### src/rtl/sinref_pkg.sv
package sinref_pkg;

    localparam int IDX_W = 8;    // table index width (256 entries)
    localparam int AMP_W = 12;   // table amplitude width
    localparam int REF_W = 12;   // peak command width
    localparam int PWM_W = 6;    // PWM counter width (64-clock period)
    localparam int HL_W  = 16;   // half-cycle length width

    // Rational half-sine approximation: sin(pi*t) ~ 16t(1-t)/(5-4t(1-t))
    function automatic int half_sine(int i, int depth, int amax);
        longint u;
        longint den;
        u   = longint'(i) * longint'(depth - i);
        den = 5 * longint'(depth) * longint'(depth) - 4 * u;
        return int'((longint'(amax) * 16 * u) / den);
    endfunction

endpackage

### src/rtl/sinref_rom.sv
module sinref_rom #(
    parameter int IDX_W = sinref_pkg::IDX_W,
    parameter int AMP_W = sinref_pkg::AMP_W
) (
    input  logic [IDX_W-1:0] idx,
    output logic [AMP_W-1:0] amp
);
    localparam int DEPTH = 1 << IDX_W;
    localparam int AMAX  = (1 << AMP_W) - 1;

    logic [AMP_W-1:0] rom [DEPTH];

    for (genvar g = 0; g < DEPTH; g++) begin : g_ent
        assign rom[g] = AMP_W'(sinref_pkg::half_sine(g, DEPTH, AMAX));
    end

    assign amp = rom[idx];

endmodule

### src/rtl/sinref_phase.sv
module sinref_phase #(
    parameter int IDX_W = sinref_pkg::IDX_W,
    parameter int HL_W  = sinref_pkg::HL_W
) (
    input  logic             clk,
    input  logic             rst,
    input  logic             zc_in,
    input  logic [HL_W-1:0]  half_len,
    output logic [IDX_W-1:0] idx,
    output logic             lost
);
    localparam int SW    = HL_W - IDX_W;
    localparam int GAP_W = HL_W + 2;

    logic             zc_q;
    logic             rise;
    logic [IDX_W-1:0] idx_q;
    logic [SW-1:0]    tick_q;
    logic [SW-1:0]    step_q;
    logic [SW-1:0]    step_new;
    logic [HL_W-1:0]  exp_q;
    logic [GAP_W-1:0] gap_q;
    logic             seen_q;
    logic             step_done;

    assign rise      = zc_in & ~zc_q;
    assign step_new  = (half_len[HL_W-1:IDX_W] == '0) ? SW'(1) : half_len[HL_W-1:IDX_W];
    assign step_done = (tick_q == step_q - SW'(1));

    always_ff @(posedge clk) begin
        if (rst) begin
            zc_q   <= 1'b0;
            idx_q  <= '0;
            tick_q <= '0;
            step_q <= SW'(1);
            exp_q  <= '0;
            gap_q  <= '0;
            seen_q <= 1'b0;
        end else begin
            zc_q <= zc_in;
            if (rise) begin
                idx_q  <= '0;
                tick_q <= '0;
                step_q <= step_new;
                exp_q  <= half_len;
                gap_q  <= '0;
                seen_q <= 1'b1;
            end else begin
                if (step_done) begin
                    tick_q <= '0;
                    idx_q  <= idx_q + IDX_W'(1);
                end else begin
                    tick_q <= tick_q + SW'(1);
                end
                if (gap_q != '1) gap_q <= gap_q + GAP_W'(1);
            end
        end
    end

    assign idx  = idx_q;
    assign lost = !seen_q || (gap_q >= {exp_q, 2'b00});

    p_resync_r3: assert property (@(posedge clk) disable iff (rst)
        rise |=> (idx_q == '0 && tick_q == '0));

    p_advance_r4: assert property (@(posedge clk) disable iff (rst)
        (!rise && step_done) |=> (idx_q == $past(idx_q) + IDX_W'(1)));

    p_hold_r4: assert property (@(posedge clk) disable iff (rst)
        (!rise && !step_done) |=> $stable(idx_q));

    p_fall_ignored_r8: assert property (@(posedge clk) disable iff (rst)
        (zc_q && !zc_in) |=> (seen_q == $past(seen_q)));

endmodule

### src/rtl/sinref_pwm.sv
module sinref_pwm #(
    parameter int PWM_W = sinref_pkg::PWM_W
) (
    input  logic             clk,
    input  logic             rst,
    input  logic [PWM_W-1:0] duty_in,
    output logic             pwm_out,
    output logic             period_end
);
    logic [PWM_W-1:0] cnt_q;
    logic [PWM_W-1:0] duty_q;

    assign period_end = &cnt_q;

    always_ff @(posedge clk) begin
        if (rst) begin
            cnt_q  <= '0;
            duty_q <= '0;
        end else begin
            cnt_q <= cnt_q + PWM_W'(1);
            if (period_end) duty_q <= duty_in;
        end
    end

    assign pwm_out = (cnt_q < duty_q);

    p_latch_at_wrap_r6: assert property (@(posedge clk) disable iff (rst)
        !period_end |=> $stable(duty_q));

    p_zero_duty_low_r5: assert property (@(posedge clk) disable iff (rst)
        (duty_q == '0) |-> !pwm_out);

endmodule

### src/rtl/sinref_pwm_gen.sv
module sinref_pwm_gen #(
    parameter int IDX_W = sinref_pkg::IDX_W,
    parameter int AMP_W = sinref_pkg::AMP_W,
    parameter int REF_W = sinref_pkg::REF_W,
    parameter int PWM_W = sinref_pkg::PWM_W,
    parameter int HL_W  = sinref_pkg::HL_W
) (
    input  logic             clk,
    input  logic             rst,
    input  logic             zc_in,
    input  logic [REF_W-1:0] peak_ref,
    input  logic [HL_W-1:0]  half_len,
    output logic             pwm_out
);
    localparam int PROD_W = AMP_W + REF_W;

    logic [IDX_W-1:0]  idx;
    logic              lost;
    logic [AMP_W-1:0]  amp;
    logic [PROD_W-1:0] prod;
    logic [PWM_W-1:0]  duty;
    logic              period_end;

    sinref_phase #(.IDX_W(IDX_W), .HL_W(HL_W)) u_phase (
        .clk(clk), .rst(rst), .zc_in(zc_in), .half_len(half_len),
        .idx(idx), .lost(lost)
    );

    sinref_rom #(.IDX_W(IDX_W), .AMP_W(AMP_W)) u_rom (
        .idx(idx), .amp(amp)
    );

    always_comb begin
        prod = PROD_W'(amp) * PROD_W'(peak_ref);
        duty = lost ? '0 : prod[PROD_W-1 -: PWM_W];
    end

    sinref_pwm #(.PWM_W(PWM_W)) u_pwm (
        .clk(clk), .rst(rst), .duty_in(duty),
        .pwm_out(pwm_out), .period_end(period_end)
    );

    p_timeout_quiet_r7: assert property (@(posedge clk) disable iff (rst)
        (lost && period_end) |=> !pwm_out);

    p_reset_low_r1: assert property (@(posedge clk)
        rst |=> !pwm_out);

endmodule

### config.mk
export PLATFORM = sky130hd
export DESIGN_NAME = sinref_pwm_gen
export DESIGN_NICKNAME = d
export VERILOG_FILES = /design/src/rtl/sinref_pkg.sv /design/src/rtl/sinref_rom.sv /design/src/rtl/sinref_phase.sv /design/src/rtl/sinref_pwm.sv /design/src/rtl/sinref_pwm_gen.sv
export SDC_FILE = /design/constraint.sdc
export NUM_CORES = 1
export LEC_CHECK = 0
export BUFFER_PORTS_ARGS = -buffer_cell sky130_fd_sc_hd__buf_4
export CAP_MARGIN = 20
export CORE_MARGIN = 2
export CORE_UTILIZATION = 70
export DETAILED_ROUTE_END_ITERATION = 7
export PLACE_DENSITY = 0.92
export SYNTH_ARGS = -nofsm -noshare
export SYNTH_HDL_FRONTEND = slang
export SYNTH_SLANG_ARGS = --single-unit
### constraint.sdc
create_clock -name clk -period 15.1 [get_ports clk]
set_clock_uncertainty 0.1 [all_clocks]
set_input_delay 1.51 -clock clk [delete_from_list [all_inputs] [get_ports clk]]
set_output_delay 1.51 -clock clk [all_outputs]
set_load 0.02 [all_outputs]
== Word-level counts from Yosys, hierarchy flattened ==
Memory sizes are Yosys's and may differ from the RTL's.
Cells that the tools add are included.
W data, S select, Z words.
Cells by class
  eq/ne operators: 2
  reduce and logical (&&, ||, !) cells: 6
  mux-type cells: 4
  bitwise operators: 3
  order comparisons: 3
  add/subtract/negate cells: 5
  multiply operators: 1
Operator list (number)
  $mul A12 B12 Y24: 1
  $mux W12: 2
  $add A18 B1 Y18 const B: 1
  $ge A18 B18 Y1: 1
  $ne A18 B18 Y1 const B: 1
  $add A8 B1 Y8 const B: 2
  $ge A9 B9 Y1 const B: 1
  $not A8 Y9: 1
  $eq A8 B8 Y1: 1
  $logic_not A8 Y1: 1
  $mux W8: 1
  $sub A8 B1 Y8 const B: 1
  $add A6 B1 Y6 const B: 1
  $lt A6 B6 Y1: 1
  $mux W6: 1
  $reduce_and A6 Y1: 1
  $reduce_or A3 Y1: 1
  $reduce_or A2 Y1: 1
  $and A1 B1 Y1: 1
  $logic_not A1 Y1: 1
  $logic_or A1 B1 Y1: 1
  $not A1 Y1: 1
Storage, ports and cells
  memory bits (read-only): 3072
  output and inout bits: 1
  bits of input ports: 31
  logic and storage cells: 34
  memories kept: 1
  register bits: 72
Memory list
  (name not given): words 256, width 12, read ports 1, clocked after memory_dff 0, write ports 0, line sinref_rom.sv:17  | assign amp = rom[idx];

== Depth between registers and ports, before layout ==
  depth after elaboration: 6
  gate-level depth with buffers: 37
  depth with buffers taken out: 33

== Modules after synthesis ==
From an unflattened synthesis, not the netlist that was laid out.
Unflattened totals
  cell total of the unflattened synthesis: 1549
  area total of the unflattened synthesis: 11806.3 um^2
By module, submodules not included
  sinref_pwm_gen: area each 4498.1 um^2, cells each 538, times used 1
  sinref_rom: area each 3597.2 um^2, cells each 573, times used 1
  sinref_phase: area each 3094.2 um^2, cells each 373, times used 1
  sinref_pwm: area each 616.8 um^2, cells each 65, times used 1

== Worst setup path before layout ==
Ideal clock, no wire load.
  kind: reg2reg
  start: register u_phase.idx_q[0], in the netlist u_phase.idx[0]
  end: register u_pwm.duty_q[5]
  stages on the path, launching flop included: 31
  clock period less this slack: 7.844 ns
  library setup time: 0.131 ns
  arrival: 7.612 ns
  setup slack: 7.256 ns
  cell sequence: dfxtp_1 > clkbuf_2 > clkinv_1 > ha_1 > clkbuf_2 > clkbuf_1 > nand2_1 > a21oi_1 > a31oi_1 > mux4_2 > mux4_2 > clkbuf_1 > and2_1 > fa_1 > fa_1 > fa_1 > fa_1 > inv_1 > fa_1 > inv_1 > ha_1 > a21oi_1 > nor2b_1 > o21ai_0 > nand2_1 > a221o_1 > a311oi_1 > o21ai_0 > a31oi_1 > xnor2_1 > o21ai_1
On the way
  cells in the longest elaborated chain, start to end: 6
Ends and longest elaborated chain
  start: declaration: line sinref_phase.sv:17  | logic [IDX_W-1:0] idx_q;
  start signal: assignment: line sinref_phase.sv:51  | idx_q <= idx_q + IDX_W'(1);
  $not A8 Y9 (implied by the code): line sinref_rom.sv:17
  $mem_v2 Z256 W12
  $mux W12 (implied by the code) (2 in a row): line sinref_rom.sv:17
  $mul A12 B12 Y24: line sinref_pwm_gen.sv:34  | prod = PROD_W'(amp) * PROD_W'(peak_ref);
  $mux W6: line sinref_pwm_gen.sv:35  | duty = lost ? '0 : prod[PROD_W-1 -: PWM_W];
  end signal: assignment: line sinref_pwm.sv:21  | if (period_end) duty_q <= duty_in;
  end: declaration: line sinref_pwm.sv:11  | logic [PWM_W-1:0] duty_q;
No other way between the ends. The select of a mux whose other input is x is not followed.
A chain may end at the register's enable or synchronous reset.

== Final worst setup path ==
  start: register u_phase.idx_q[0], in the netlist u_phase.idx[0]
  end: register u_pwm.duty_q[3]
The elaborated chain is that of the path after synthesis.

==> reports/results.ini <==
[outcome]
status = completed

[floorplan]
rows = 46
start_util_pct = 71.5
fp.dieW_um = 131
core_um2 = 15800
die_h_um = 131
die_area_um2 = 17200
ios = 32

[clock_network]
cts_tree = built
postCtsResizedCells = 0
clk_latency_ns = 0.34
cts.sinks = 72
path_clk_slew_ns = 0.06
cts_max_path_buffers = 2
cts_made_buffers = 9
root_buffer = clkbuf_16
ctsHoldBuffers = 0
cts_setup_buffers = 0
htreeDepth = 3

[drt]
ant_nets = 0
wl_per_cell_um = 20.8
drtPass1Iterations = 8
via_per_inst = 6.69
wl_mm = 34.6
drcViolationCount = 0
vias = 11100
drt_iter0_markers = 1934

[critical_path]
max_stage_delay_ns = 0.66
slowest_stage = ha_1
critPathArrivalTime_ns = 9.78
reg2reg_slack_ns = 5.48
endpoint = u_pwm.duty_q[3]
critPathMaxFanout = 32
crit_type = reg2reg
critPathLaunchType = flop
required_ns = 15.25
timing.rr.start = u_phase.idx[0]
critPathCaptureType = flop
reg2reg_to = u_pwm.duty_q[3]
cp_common_cell = fa_1
cp-startpoint = u_phase.idx[0]
worstRegToRegCells = 28

[grt]
grt_max_degree = 84
overflow = 0
antenna_found_initial = 0
grt_pass1_wl_mm = 55.6
grt_usage_pct = 39.9
grt_pass1_vias = 11000

[timing]
drv_slew = 0
max_freq_mhz = 104
finalHoldViolCount = 0
final.period_utilization_pct = 63.7
setup_viol = 0
slew_headroom_pct = 35.4
period_minus_slack_ns = 9.62
fin_ws_ns = 5.48
rsz0062_at_grt = false
worst_pin_slew_ns = 0.962
setup_tns_ns = 0

[finish]
final_common_cell = nand2_1
fin_nets = 1686
final_cell_mix = 192 x nand2_1, 159 x inv_1, 113 x nor2_1, 111 x ha_1, 99 x fa_1
drive_gt1_share_pct = 6.34
fillers = 1132
seq_area_um2 = 1450
area_growth_pct = 4.24
multi_input_area_um2 = 8800
utilization_pct = 74.6
diodes = 0

[min_path]
hold_depth = 1
hold_class = reg2reg

[yosys]
synth-edff-count = 0
yosysWarnings = 0
ys_seq_elements = 72
ys_types = 78
syn_avg_cell_area_um2 = 7.59
seq_area_frac_synth_pct = 12.7
syn-num-nets = 1732
syn-cell-area_um2 = 11300
ys_async_sr_fraction_pct = 0
netlist_instances = 1491
synth_ff_type = dfxtp_1

[placement]
gp_congestion = 1.03
io_buffers = 31
post-place-ws_ns = 5.71
dp_hpwl_mm = 24.3

[power]
power.density_nw_per_um2 = 60.5
p_leak_nw = 5.25
total_power_w = 0.000714
max-vdd-ir-drop_mv = 0.0678

[run]
maxCapViolCount = 0

## kinds of logic after synthesis
logic type               synth area share [%]
AND/OR/NAND/NOR                          22.7
AO/OA/AOI/OAI                            19.2
buffers and inverters                    9.53
adder cells (fa/ha/maj)                  29.8
flip-flops                               12.7
XOR/XNOR                                 3.33
multiplexers                             2.73
## where the power goes
part,total (W),switching (W),internal (W)
clock,0.000211,0.0000835,0.000128
combinational,0.000297,0.000186,0.000111
sequential,0.000205,0.00000890,0.000196
## worst min-delay path by stage
| stage | to | startpoint |
|---|---|---|
| floorplan | u_pwm.duty_q[1] | u_pwm.duty_q[1] |
| global placement | u_pwm.cnt_q[0] | u_pwm.cnt_q[0] |
| detailed placement | u_pwm.cnt_q[0] | u_pwm.cnt_q[0] |
| CTS | u_pwm.duty_q[2] | u_pwm.duty_q[2] |
| global route | u_pwm.cnt_q[0] | u_pwm.cnt_q[0] |
| finish | u_pwm.cnt_q[0] | u_pwm.cnt_q[0] |
## metal layers
metal	vias up	GRT usage, %	part of all wire (%)
met5	-	0	0
met4	0	21.4	6.1
met3	205	8.72	12
met2	823	65.0	46
met1	5171	49.6	36
li1	4949	-	-
## Yosys cell counts (all sizes together) (16+ instances only)
cell | number | share of area, %
nor2b | 20 | 1.1
xor2 | 23 | 1.8
a211oi | 16 | 1.1
inv | 161 | 5.3
fa | 99 | 18
nand2 | 193 | 6.4
xnor2 | 20 | 1.5
a21oi | 93 | 4.1
nor3 | 26 | 1.1
nand2b | 36 | 2.0
ha | 111 | 12
o211ai | 19 | 1.3
dfxtp | 72 | 13
nand3 | 36 | 1.6
nor2 | 113 | 3.7
nand4 | 16 | 0.88
o21ai | 101 | 4.5
buf | 45 | 2.1
and2 | 61 | 3.4
clkbuf | 62 | 2.1
## final cells by class
class | count | area share (%)
timing repair buffer | 50 | 3.18
sequential | 72 | 12.3
tap | 216 | 2.29
multi-input combinational | 1150 | 74.6
clock buffer | 9 | 1.91
clock inverter | 7 | 0.594
inverter | 162 | 5.15
## worst max-delay path, delay by kind of cell (launching register included)
family	cells	cell delay (ns)
adders and majority gates	7	3.57
and+or+nand+nor	8	1.81
AOI/OAI and AO/OA	7	1.75
buffers and inverters	5	1.28
muxes	1	0.66
DFF	1	0.31
## stage by stage
step | cell area (um2) | instances | hold slack, ns
global route | 11800 | 1666 | 0.410
finish | 11800 | 1666 | 0.374
global placement | 11500 | 1649 | 0.338
floorplan | 11300 | 1491 | 0.325
detailed placement | 11500 | 1649 | 0.345
CTS | 11800 | 1665 | 0.375
## registers in the layout, indices dropped and copies added, names as in the netlist
| name | count |
|---|---|
| u_phase.step_q | 8 |
| u_pwm.duty_q | 6 |
| u_phase.zc_q | 1 |
| u_phase.seen_q | 1 |
| u_phase.exp_q | 16 |
| u_pwm.cnt_q | 6 |
| u_phase.gap_q | 18 |
| u_phase.idx | 8 |
| u_phase.tick_q | 8 |
No activity file was read; power rests on OpenSTA's default activity.
